**src/rtl/clksrch_pkg.sv**
```systemverilog
package clksrch_pkg;

    typedef enum logic [3:0] {
        ST_IDLE,
        ST_DMAX,
        ST_LO,
        ST_HI,
        ST_DSET,
        ST_MUL,
        ST_C,
        ST_F1,
        ST_F2,
        ST_DONE
    } srch_st_e;

    function automatic logic [31:0] absdiff32(input logic [31:0] a, input logic [31:0] b);
        return (a >= b) ? (a - b) : (b - a);
    endfunction

endpackage

```
**src/rtl/clksrch_div.sv**
```systemverilog
module clksrch_div #(
    parameter int W = 32
) (
    input  logic         clk,
    input  logic         rst_n,
    input  logic         start,
    input  logic [W-1:0] num,
    input  logic [W-1:0] den,
    output logic         busy,
    output logic         done,
    output logic [W-1:0] quot
);
    localparam int CW = $clog2(W + 1);

    typedef struct packed {
        logic [W-1:0]  rem;
        logic [W-1:0]  q;
        logic [W-1:0]  den;
        logic [W-1:0]  num;
        logic [CW-1:0] cnt;
        logic          busy;
        logic          done;
    } div_s;

    div_s s_d, s_q;
    logic [W:0] shifted;
    logic [W:0] trial;

    always_comb begin
        s_d      = s_q;
        s_d.done = 1'b0;
        shifted  = {s_q.rem, s_q.q[W-1]};
        trial    = shifted - {1'b0, s_q.den};
        if (start && !s_q.busy) begin
            s_d.rem  = '0;
            s_d.q    = num;
            s_d.num  = num;
            s_d.den  = den;
            s_d.cnt  = CW'(W);
            s_d.busy = 1'b1;
        end else if (s_q.busy) begin
            if (!trial[W]) begin
                s_d.rem = trial[W-1:0];
                s_d.q   = {s_q.q[W-2:0], 1'b1};
            end else begin
                s_d.rem = shifted[W-1:0];
                s_d.q   = {s_q.q[W-2:0], 1'b0};
            end
            s_d.cnt = s_q.cnt - 1'b1;
            if (s_q.cnt == CW'(1)) begin
                s_d.busy = 1'b0;
                s_d.done = 1'b1;
            end
        end
    end

    always_ff @(posedge clk) begin
        if (!rst_n) s_q <= '0;
        else        s_q <= s_d;
    end

    assign busy = s_q.busy;
    assign done = s_q.done;
    assign quot = s_q.q;

    AST_DIV_EXACT: assert property (@(posedge clk) disable iff (!rst_n)
        s_q.done |-> (({{W{1'b0}}, s_q.q} * {{W{1'b0}}, s_q.den} + {{W{1'b0}}, s_q.rem})
                      == {{W{1'b0}}, s_q.num}) && (s_q.rem < s_q.den));

endmodule

```
**src/rtl/clksrch_best.sv**
```systemverilog
module clksrch_best #(
    parameter int DW       = 32,
    parameter int DIV_W    = 7,
    parameter int MUL_W    = 7,
    parameter int ODIV_W   = 8,
    parameter int ERR_INIT = 800000
) (
    input  logic              clk,
    input  logic              rst_n,
    input  logic              clear,
    input  logic              cand_vld,
    input  logic [DW-1:0]     cand_err,
    input  logic [DIV_W-1:0]  cand_d,
    input  logic [MUL_W-1:0]  cand_m,
    input  logic [ODIV_W-1:0] cand_c,
    input  logic [DW-1:0]     cand_f,
    output logic [DIV_W-1:0]  best_d,
    output logic [MUL_W-1:0]  best_m,
    output logic [ODIV_W-1:0] best_c,
    output logic [DW-1:0]     best_f
);
    typedef struct packed {
        logic [DW-1:0]     err;
        logic [DIV_W-1:0]  d;
        logic [MUL_W-1:0]  m;
        logic [ODIV_W-1:0] c;
        logic [DW-1:0]     f;
    } best_s;

    best_s b_d, b_q;

    always_comb begin
        b_d = b_q;
        if (clear) begin
            b_d     = '0;
            b_d.err = DW'(ERR_INIT);
        end else if (cand_vld && (cand_err < b_q.err)) begin
            b_d.err = cand_err;
            b_d.d   = cand_d;
            b_d.m   = cand_m;
            b_d.c   = cand_c;
            b_d.f   = cand_f;
        end
    end

    always_ff @(posedge clk) begin
        if (!rst_n) begin
            b_q     <= '0;
            b_q.err <= DW'(ERR_INIT);
        end else begin
            b_q <= b_d;
        end
    end

    assign best_d = b_q.d;
    assign best_m = b_q.m;
    assign best_c = b_q.c;
    assign best_f = b_q.f;

    AST_BEST_NO_RISE: assert property (@(posedge clk) disable iff (!rst_n)
        !$past(clear) |-> (b_q.err <= $past(b_q.err)));

    AST_TIE_KEEPS: assert property (@(posedge clk) disable iff (!rst_n)
        (!clear && cand_vld && cand_err == b_q.err) |=> $stable(b_q.f) && $stable(b_q.m));

endmodule

```
**src/rtl/clk_cfg_search.sv**
```systemverilog
module clk_cfg_search #(
    parameter int DW         = 32,
    parameter int FOUT_MIN   = 4000,
    parameter int FOUT_MAX   = 800000,
    parameter int REF_HI     = 450000,
    parameter int PFD_MIN    = 10000,
    parameter int DIV_MAX    = 106,
    parameter int VCO_MIN    = 600000,
    parameter int VCO_MAX    = 1200000,
    parameter int FB_MIN     = 2,
    parameter int FB_MAX     = 64,
    parameter int ODIV_MIN   = 1,
    parameter int ODIV_MAX   = 128,
    parameter int PERMILLE   = 1000,
    localparam int DIV_W     = $clog2(DIV_MAX + 2),
    localparam int MUL_W     = $clog2(FB_MAX + 2),
    localparam int ODIV_W    = $clog2(ODIV_MAX + 1)
) (
    input  logic              clk,
    input  logic              rst_n,
    input  logic              start,
    input  logic [DW-1:0]     target_khz,
    input  logic [DW-1:0]     ref_khz,
    output logic              busy,
    output logic              done,
    output logic [DIV_W-1:0]  main_div,
    output logic [MUL_W-1:0]  fb_mult,
    output logic [ODIV_W-1:0] out_div,
    output logic [DW-1:0]     freq_khz
);
    import clksrch_pkg::*;

    typedef struct packed {
        srch_st_e          st;
        logic              issued;
        logic [DW-1:0]     tgt;
        logic [DW-1:0]     refv;
        logic [DW-1:0]     dmax;
        logic [DW-1:0]     lo;
        logic [DW-1:0]     hi;
        logic [DIV_W-1:0]  d;
        logic [MUL_W-1:0]  m;
        logic [MUL_W-1:0]  mmax;
        logic [DW-1:0]     mult;
        logic [ODIV_W-1:0] c;
        logic [DW-1:0]     f1;
        logic              busy;
        logic              done;
        logic [DIV_W-1:0]  o_d;
        logic [MUL_W-1:0]  o_m;
        logic [ODIV_W-1:0] o_c;
        logic [DW-1:0]     o_f;
    } ctl_s;

    ctl_s s_d, s_q;

    logic              div_start, div_busy, div_done;
    logic [DW-1:0]     div_num, div_den, div_quot;
    logic              bst_clear, cand_vld;
    logic [DW-1:0]     cand_err;
    logic [DIV_W-1:0]  best_d;
    logic [MUL_W-1:0]  best_m;
    logic [ODIV_W-1:0] best_c;
    logic [DW-1:0]     best_f;

    logic [DW-1:0] d_ext, m_ext, dv, rng_lo, rng_hi, c_raw, tgt_in;

    clksrch_div #(.W(DW)) u_div (
        .clk   (clk),
        .rst_n (rst_n),
        .start (div_start),
        .num   (div_num),
        .den   (div_den),
        .busy  (div_busy),
        .done  (div_done),
        .quot  (div_quot)
    );

    clksrch_best #(
        .DW      (DW),
        .DIV_W   (DIV_W),
        .MUL_W   (MUL_W),
        .ODIV_W  (ODIV_W),
        .ERR_INIT(FOUT_MAX)
    ) u_best (
        .clk      (clk),
        .rst_n    (rst_n),
        .clear    (bst_clear),
        .cand_vld (cand_vld),
        .cand_err (cand_err),
        .cand_d   (s_q.d),
        .cand_m   (s_q.m),
        .cand_c   (s_q.c),
        .cand_f   (div_quot),
        .best_d   (best_d),
        .best_m   (best_m),
        .best_c   (best_c),
        .best_f   (best_f)
    );

    always_comb begin
        s_d       = s_q;
        s_d.done  = 1'b0;
        div_start = 1'b0;
        div_num   = '0;
        div_den   = DW'(1);
        bst_clear = 1'b0;
        cand_vld  = 1'b0;
        d_ext     = DW'(s_q.d);
        m_ext     = DW'(s_q.m);
        dv        = d_ext * s_q.tgt;
        rng_lo    = d_ext * s_q.lo;
        rng_hi    = d_ext * s_q.hi;
        c_raw     = div_quot;
        cand_err  = absdiff32(div_quot, s_q.tgt);
        tgt_in    = target_khz;
        if (tgt_in < DW'(FOUT_MIN)) tgt_in = DW'(FOUT_MIN);
        if (tgt_in > DW'(FOUT_MAX)) tgt_in = DW'(FOUT_MAX);
        if (rng_lo < DW'(FB_MIN)) rng_lo = DW'(FB_MIN);
        if (rng_hi > DW'(FB_MAX)) rng_hi = DW'(FB_MAX);
        if (c_raw > DW'(ODIV_MAX)) c_raw = DW'(ODIV_MAX);
        if (c_raw < DW'(ODIV_MIN)) c_raw = DW'(ODIV_MIN);

        // operands of the shared divider, chosen by the stage
        case (s_q.st)
            ST_DMAX: begin div_num = s_q.refv;                          div_den = DW'(PFD_MIN);  end
            ST_LO:   begin div_num = DW'(VCO_MIN) + s_q.refv - 1'b1;    div_den = s_q.refv;      end
            ST_HI:   begin div_num = DW'(VCO_MAX);                      div_den = s_q.refv;      end
            ST_MUL:  begin div_num = s_q.refv * DW'(PERMILLE) + (dv >> 1); div_den = dv;         end
            ST_C:    begin div_num = s_q.mult * m_ext + DW'(PERMILLE / 2); div_den = DW'(PERMILLE); end
            ST_F1:   begin div_num = s_q.refv * m_ext;                  div_den = d_ext;         end
            ST_F2:   begin div_num = s_q.f1;                            div_den = DW'(s_q.c);    end
            default: ;
        endcase

        case (s_q.st)
            ST_IDLE: begin
                if (start) begin
                    s_d.tgt    = tgt_in;
                    s_d.refv   = ref_khz;
                    s_d.busy   = 1'b1;
                    s_d.issued = 1'b0;
                    bst_clear  = 1'b1;
                    s_d.st     = (ref_khz == '0) ? ST_DONE : ST_DMAX;
                end
            end
            ST_DSET: begin
                if (d_ext > s_q.dmax) begin
                    s_d.st = ST_DONE;
                end else if (rng_lo > rng_hi) begin
                    s_d.d = s_q.d + 1'b1;
                end else begin
                    s_d.m    = rng_lo[MUL_W-1:0];
                    s_d.mmax = rng_hi[MUL_W-1:0];
                    s_d.st   = ST_MUL;
                end
            end
            ST_DONE: begin
                s_d.busy = 1'b0;
                s_d.done = 1'b1;
                s_d.o_d  = best_d;
                s_d.o_m  = best_m;
                s_d.o_c  = best_c;
                s_d.o_f  = best_f;
                s_d.st   = ST_IDLE;
            end
            default: begin
                if (!s_q.issued) begin
                    div_start  = 1'b1;
                    s_d.issued = 1'b1;
                end else if (div_done) begin
                    s_d.issued = 1'b0;
                    case (s_q.st)
                        ST_DMAX: begin
                            s_d.dmax = (div_quot > DW'(DIV_MAX)) ? DW'(DIV_MAX) : div_quot;
                            s_d.st   = ST_LO;
                        end
                        ST_LO: begin
                            s_d.lo = div_quot;
                            s_d.st = ST_HI;
                        end
                        ST_HI: begin
                            s_d.hi = div_quot;
                            s_d.d  = (s_q.refv > DW'(REF_HI)) ? DIV_W'(2) : DIV_W'(1);
                            s_d.st = ST_DSET;
                        end
                        ST_MUL: begin
                            s_d.mult = div_quot;
                            s_d.st   = ST_C;
                        end
                        ST_C: begin
                            s_d.c  = c_raw[ODIV_W-1:0];
                            s_d.st = ST_F1;
                        end
                        ST_F1: begin
                            s_d.f1 = div_quot;
                            s_d.st = ST_F2;
                        end
                        ST_F2: begin
                            cand_vld = 1'b1;
                            if (cand_err == '0) begin
                                s_d.st = ST_DONE;
                            end else if (s_q.m < s_q.mmax) begin
                                s_d.m  = s_q.m + 1'b1;
                                s_d.st = ST_C;
                            end else begin
                                s_d.d  = s_q.d + 1'b1;
                                s_d.st = ST_DSET;
                            end
                        end
                        default: s_d.st = ST_IDLE;
                    endcase
                end
            end
        endcase
    end

    always_ff @(posedge clk) begin
        if (!rst_n) begin
            s_q    <= '0;
            s_q.st <= ST_IDLE;
        end else begin
            s_q <= s_d;
        end
    end

    assign busy     = s_q.busy;
    assign done     = s_q.done;
    assign main_div = s_q.o_d;
    assign fb_mult  = s_q.o_m;
    assign out_div  = s_q.o_c;
    assign freq_khz = s_q.o_f;

    AST_DONE_ONE_CYCLE: assert property (@(posedge clk) disable iff (!rst_n)
        done |=> !done);

    AST_OUT_HOLD: assert property (@(posedge clk) disable iff (!rst_n)
        !done |-> $stable(freq_khz) && $stable(fb_mult) && $stable(out_div) && $stable(main_div));

    AST_START_IGNORED: assert property (@(posedge clk) disable iff (!rst_n)
        (busy && start) |=> $stable(s_q.tgt) && $stable(s_q.refv));

    AST_FB_LEGAL: assert property (@(posedge clk) disable iff (!rst_n)
        (done && freq_khz != '0) |-> (fb_mult >= MUL_W'(FB_MIN)) && (fb_mult <= MUL_W'(FB_MAX)));

    AST_ODIV_LEGAL: assert property (@(posedge clk) disable iff (!rst_n)
        (done && freq_khz != '0) |-> (out_div >= ODIV_W'(ODIV_MIN)) && (out_div <= ODIV_W'(ODIV_MAX)));

    AST_MAINDIV_LEGAL: assert property (@(posedge clk) disable iff (!rst_n)
        (done && freq_khz != '0) |-> (main_div >= DIV_W'(1)) && (main_div <= DIV_W'(DIV_MAX)));

    AST_DIV_ONE_USER: assert property (@(posedge clk) disable iff (!rst_n)
        div_start |-> !div_busy);

endmodule

```
**config.mk**
```make
export PLATFORM = sky130hd
export DESIGN_NAME = clk_cfg_search
export DESIGN_NICKNAME = d
export VERILOG_FILES = /design/src/rtl/clksrch_pkg.sv /design/src/rtl/clksrch_div.sv /design/src/rtl/clksrch_best.sv /design/src/rtl/clk_cfg_search.sv
export SDC_FILE = /design/constraint.sdc
export NUM_CORES = 2
export LEC_CHECK = 0
export ABC_CLOCK_PERIOD_IN_PS = 11100
export BUFFER_PORTS_ARGS = -buffer_cell sky130_fd_sc_hd__buf_2
export CORE_MARGIN = 2
export CORE_UTILIZATION = 45
export CTS_BUF_LIST = sky130_fd_sc_hd__clkbuf_2 sky130_fd_sc_hd__clkbuf_4 sky130_fd_sc_hd__clkbuf_8
export CTS_CLUSTER_DIAMETER = 200
export DETAILED_ROUTE_END_ITERATION = 6
export GPL_TIMING_DRIVEN = 1
export SKIP_CTS_REPAIR_TIMING = 1
export SYNTH_ARGS = -nofsm -noshare
export SYNTH_HDL_FRONTEND = slang
export SYNTH_SLANG_ARGS = --single-unit
```
**constraint.sdc**
```tcl
create_clock -name clk -period 11.1 [get_ports clk]
set_clock_uncertainty 0.2 [all_clocks]
set_input_delay 0 -clock clk [delete_from_list [all_inputs] [get_ports clk]]
set_output_delay 0 -clock clk [all_outputs]
set_load 0.03 [all_outputs]
```
==> results.json <==
{
  "status": "finished clean",
  "wl_met1_microns": 91000,
  "grt_pass1_vias": 55800,
  "relSlewSlack_pct": 16.2,
  "drt_wl_total_microns": 220000,
  "die_x_microns": 378,
  "yosysWarnings": 0,
  "yosys-top-cells-count": "nand2_1 (1,323), inv_1 (851), fa_1 (758)",
  "hold_violations": 0,
  "clk_pin_slew_ns": 0.06,
  "dr.pass1.iters": 7,
  "synth_edf_count": 0,
  "overflow": 0,
  "hold_class": "in2reg",
  "synth.area.top_cells": "fa_1 (24%), dfxtp_1 (16%), ha_1 (9.9%)",
  "max_stage_delay_ns": 0.91,
  "p_leak_nw": 31.8,
  "synthesis.area_sq_mm": 0.0628,
  "cts_buffers": 96,
  "drc": 0,
  "crit_required_ns": 11.66,
  "max_freq_mhz": 102,
  "max_slew.worst_pin.slew_ns": 1.25,
  "core_sq_mm": 0.139,
  "grt_usage_pct": 30.5,
  "place_hpwl_microns": 161000,
  "final_design_area_no_fill_sq_mm": 0.0690,
  "max_cap_viol_count": 0,
  "rsz0062_at_grt": "false",
  "grt_pass1_wl_microns": 335000,
  "ys_seq_area_share_pct": 16.1,
  "crit_path_end_kind": "register",
  "antenna_found_initial": 10,
  "vdd_drop_max_mv": 0.233,
  "cts_tree": "built",
  "ys.flop_type": "dfxtp_1",
  "yosys.area.top_type": "fa_1",
  "drt_iter0_drc": 5096,
  "routed.top_layer": "met5",
  "dieHeight_microns": 378,
  "areaGrowthSynthToFinish_pct": 9.88,
  "wl_met2_microns": 98600,
  "cp_top_family": "simple AND/OR/NAND/NOR gates",
  "clockBufferDepth": 3,
  "avgViaCountPerCell": 5.81,
  "cts_sinks": 504,
  "drive_gt1_share_pct": 6.68,
  "ys_types": 104,
  "slowest_stage": "dfxtp_2",
  "period_share_pct": 88.2,
  "final_core_util_pct": 49.6,
  "dieArea_sq_mm": 0.143,
  "wl_met3_microns": 17600,
  "initial_core_util_pct": 45.2,
  "worstSetupPathType": "reg2reg",
  "ys_ff_latch": 504,
  "ios": 123,
  "preCtsSetupSlack_ns": 1.42,
  "vias": 56900,
  "finalSetupTns_ns": 0,
  "arrival_ns": 10.35,
  "antenna_left": 0,
  "placement_rows": 137,
  "p_per_area_mw_per_mm2": 140,
  "yosysMostFrequentCell": "nand2_1",
  "drv_slew": 0,
  "post_dp_cell_area_sq_mm": 0.0648,
  "min_period_ns": 9.80,
  "clockRootBuffer": "clkbuf_8",
  "synth_top_cell_area_share_pct": 24.2,
  "nNetsFinal": 9154,
  "cts-htree-levels": 3,
  "critPathBufInv": 3,
  "grt_max_degree": 94,
  "path_max_fanout": 43,
  "syn_area_per_cell_sq_um": 8.10,
  "gp_congestion": 0.963,
  "portBuffers": 122,
  "clk_latency_ns": 0.86,
  "wl_per_cell_microns": 22.5,
  "synthArstFlopShare_pct": 0,
  "synth_cells": 7759,
  "setup_ws_ns": 1.30,
  "worst_setup_path_start_kind": "register",
  "setup_viol": 0
}
==> sequential cells by signal (all words and copies together), names as in the netlist, 8 cells and up <==
name,flops
out_div,8
u_div.s_q,70
s_q,244
freq_khz,32
u_best.best_f,32
u_best.b_q,32
u_div.quot,32
u_best.best_c,8
==> layout by cell type, fill, tap and decap left out, types with 46 or more instances in the layout <==
cell / count
dlygate4sd3_1: 193
nor2b_1: 46
fa_1: 758
buf_2: 122
inv_1: 851
nor4_1: 54
clkbuf_8: 117
nor2_1: 297
nand3_1: 165
a211oi_1: 53
xnor2_1: 181
and3_1: 61
mux2i_1: 57
buf_4: 127
o21a_1: 69
nand4_1: 49
a31oi_1: 48
dfxtp_1: 489
nor3_1: 97
o21ai_0: 313
a21o_1: 119
a21oi_1: 565
ha_1: 498
and2_1: 430
nand2_1: 1322
xor2_1: 89
==> path summary, 6_finish.rpt <==
check             cells after the start              start              to  slack (ns)
setup / recovery                     31           d_ext[5]        s_q[130]        1.30
setup reg to reg                     31           d_ext[5]        s_q[130]        1.30
hold / removal                        5              rst_n  u_div.quot[16]        0.09
hold reg to reg                       2  u_best.best_f[14]    freq_khz[14]        0.22
==> through the flow <==
| step | hold slack (ns) | instances | total power [mW] |
|---|---|---|---|
| after floorplan | -0.0914 | 7783 | 5.87 |
| after global placement | 0.0424 | 9416 | 7.15 |
| after detailed placement | 0.0433 | 9416 | 7.22 |
| after CTS | -0.874 | 9590 | 9.49 |
| after global routing | 0.0768 | 9784 | 10.2 |
| final | 0.0885 | 9791 | 9.64 |
==> kinds of logic after synthesis <==
| kind of cell | after synthesis | synth area share [%] |
|---|---|---|
| flip-flops | 504 | 16.1 |
| adder cells (fa/ha/maj) | 1256 | 34.1 |
| buffers and inverters | 1347 | 8.53 |
| multiplexers | 62 | 0.998 |
| AND/OR/NAND/NOR | 2719 | 20.5 |
| XOR/XNOR | 273 | 3.85 |
| AO/OA/AOI/OAI | 1597 | 16.0 |
| other | 1 | 0.00597 |
==> worst register-to-register path: cells and delay by family, from the launching register on <==
family                     cells  cell delay [ns]
AOI/OAI and AO/OA             12             2.75
adders and majority gates      6             2.71
buffers and inverters          3             0.29
DFF                            1             0.91
and+or+nand+nor               10             2.81
==> routing by layer <==
layer,global-route usage [%],up-vias
met1,39.7,28200
li1,-,25800
met4,16.2,4
met2,48.0,2392
met3,5.76,580
met5,0,-
==> area by class of cell <==
cell class	count	area [sq um]
fill	13500	70000
timing repair buffer	442	3500
antenna	8	20.0
tap	1876	2350
clock buffer	144	1810
multi-input combinational	5932	47500
sequential	504	10100
inverter	855	3220
clock inverter	30	469
==> report_power, final <==
| part | switching, mW | leakage [nW] | internal, mW | total, mW |
|---|---|---|---|---|
| Clock | 0.947 | 1.19 | 1.30 | 2.25 |
| Combinational | 3.21 | 26.6 | 2.09 | 5.30 |
| Sequential | 0.182 | 4.08 | 1.91 | 2.09 |
(Power assumes the default switching activity.)
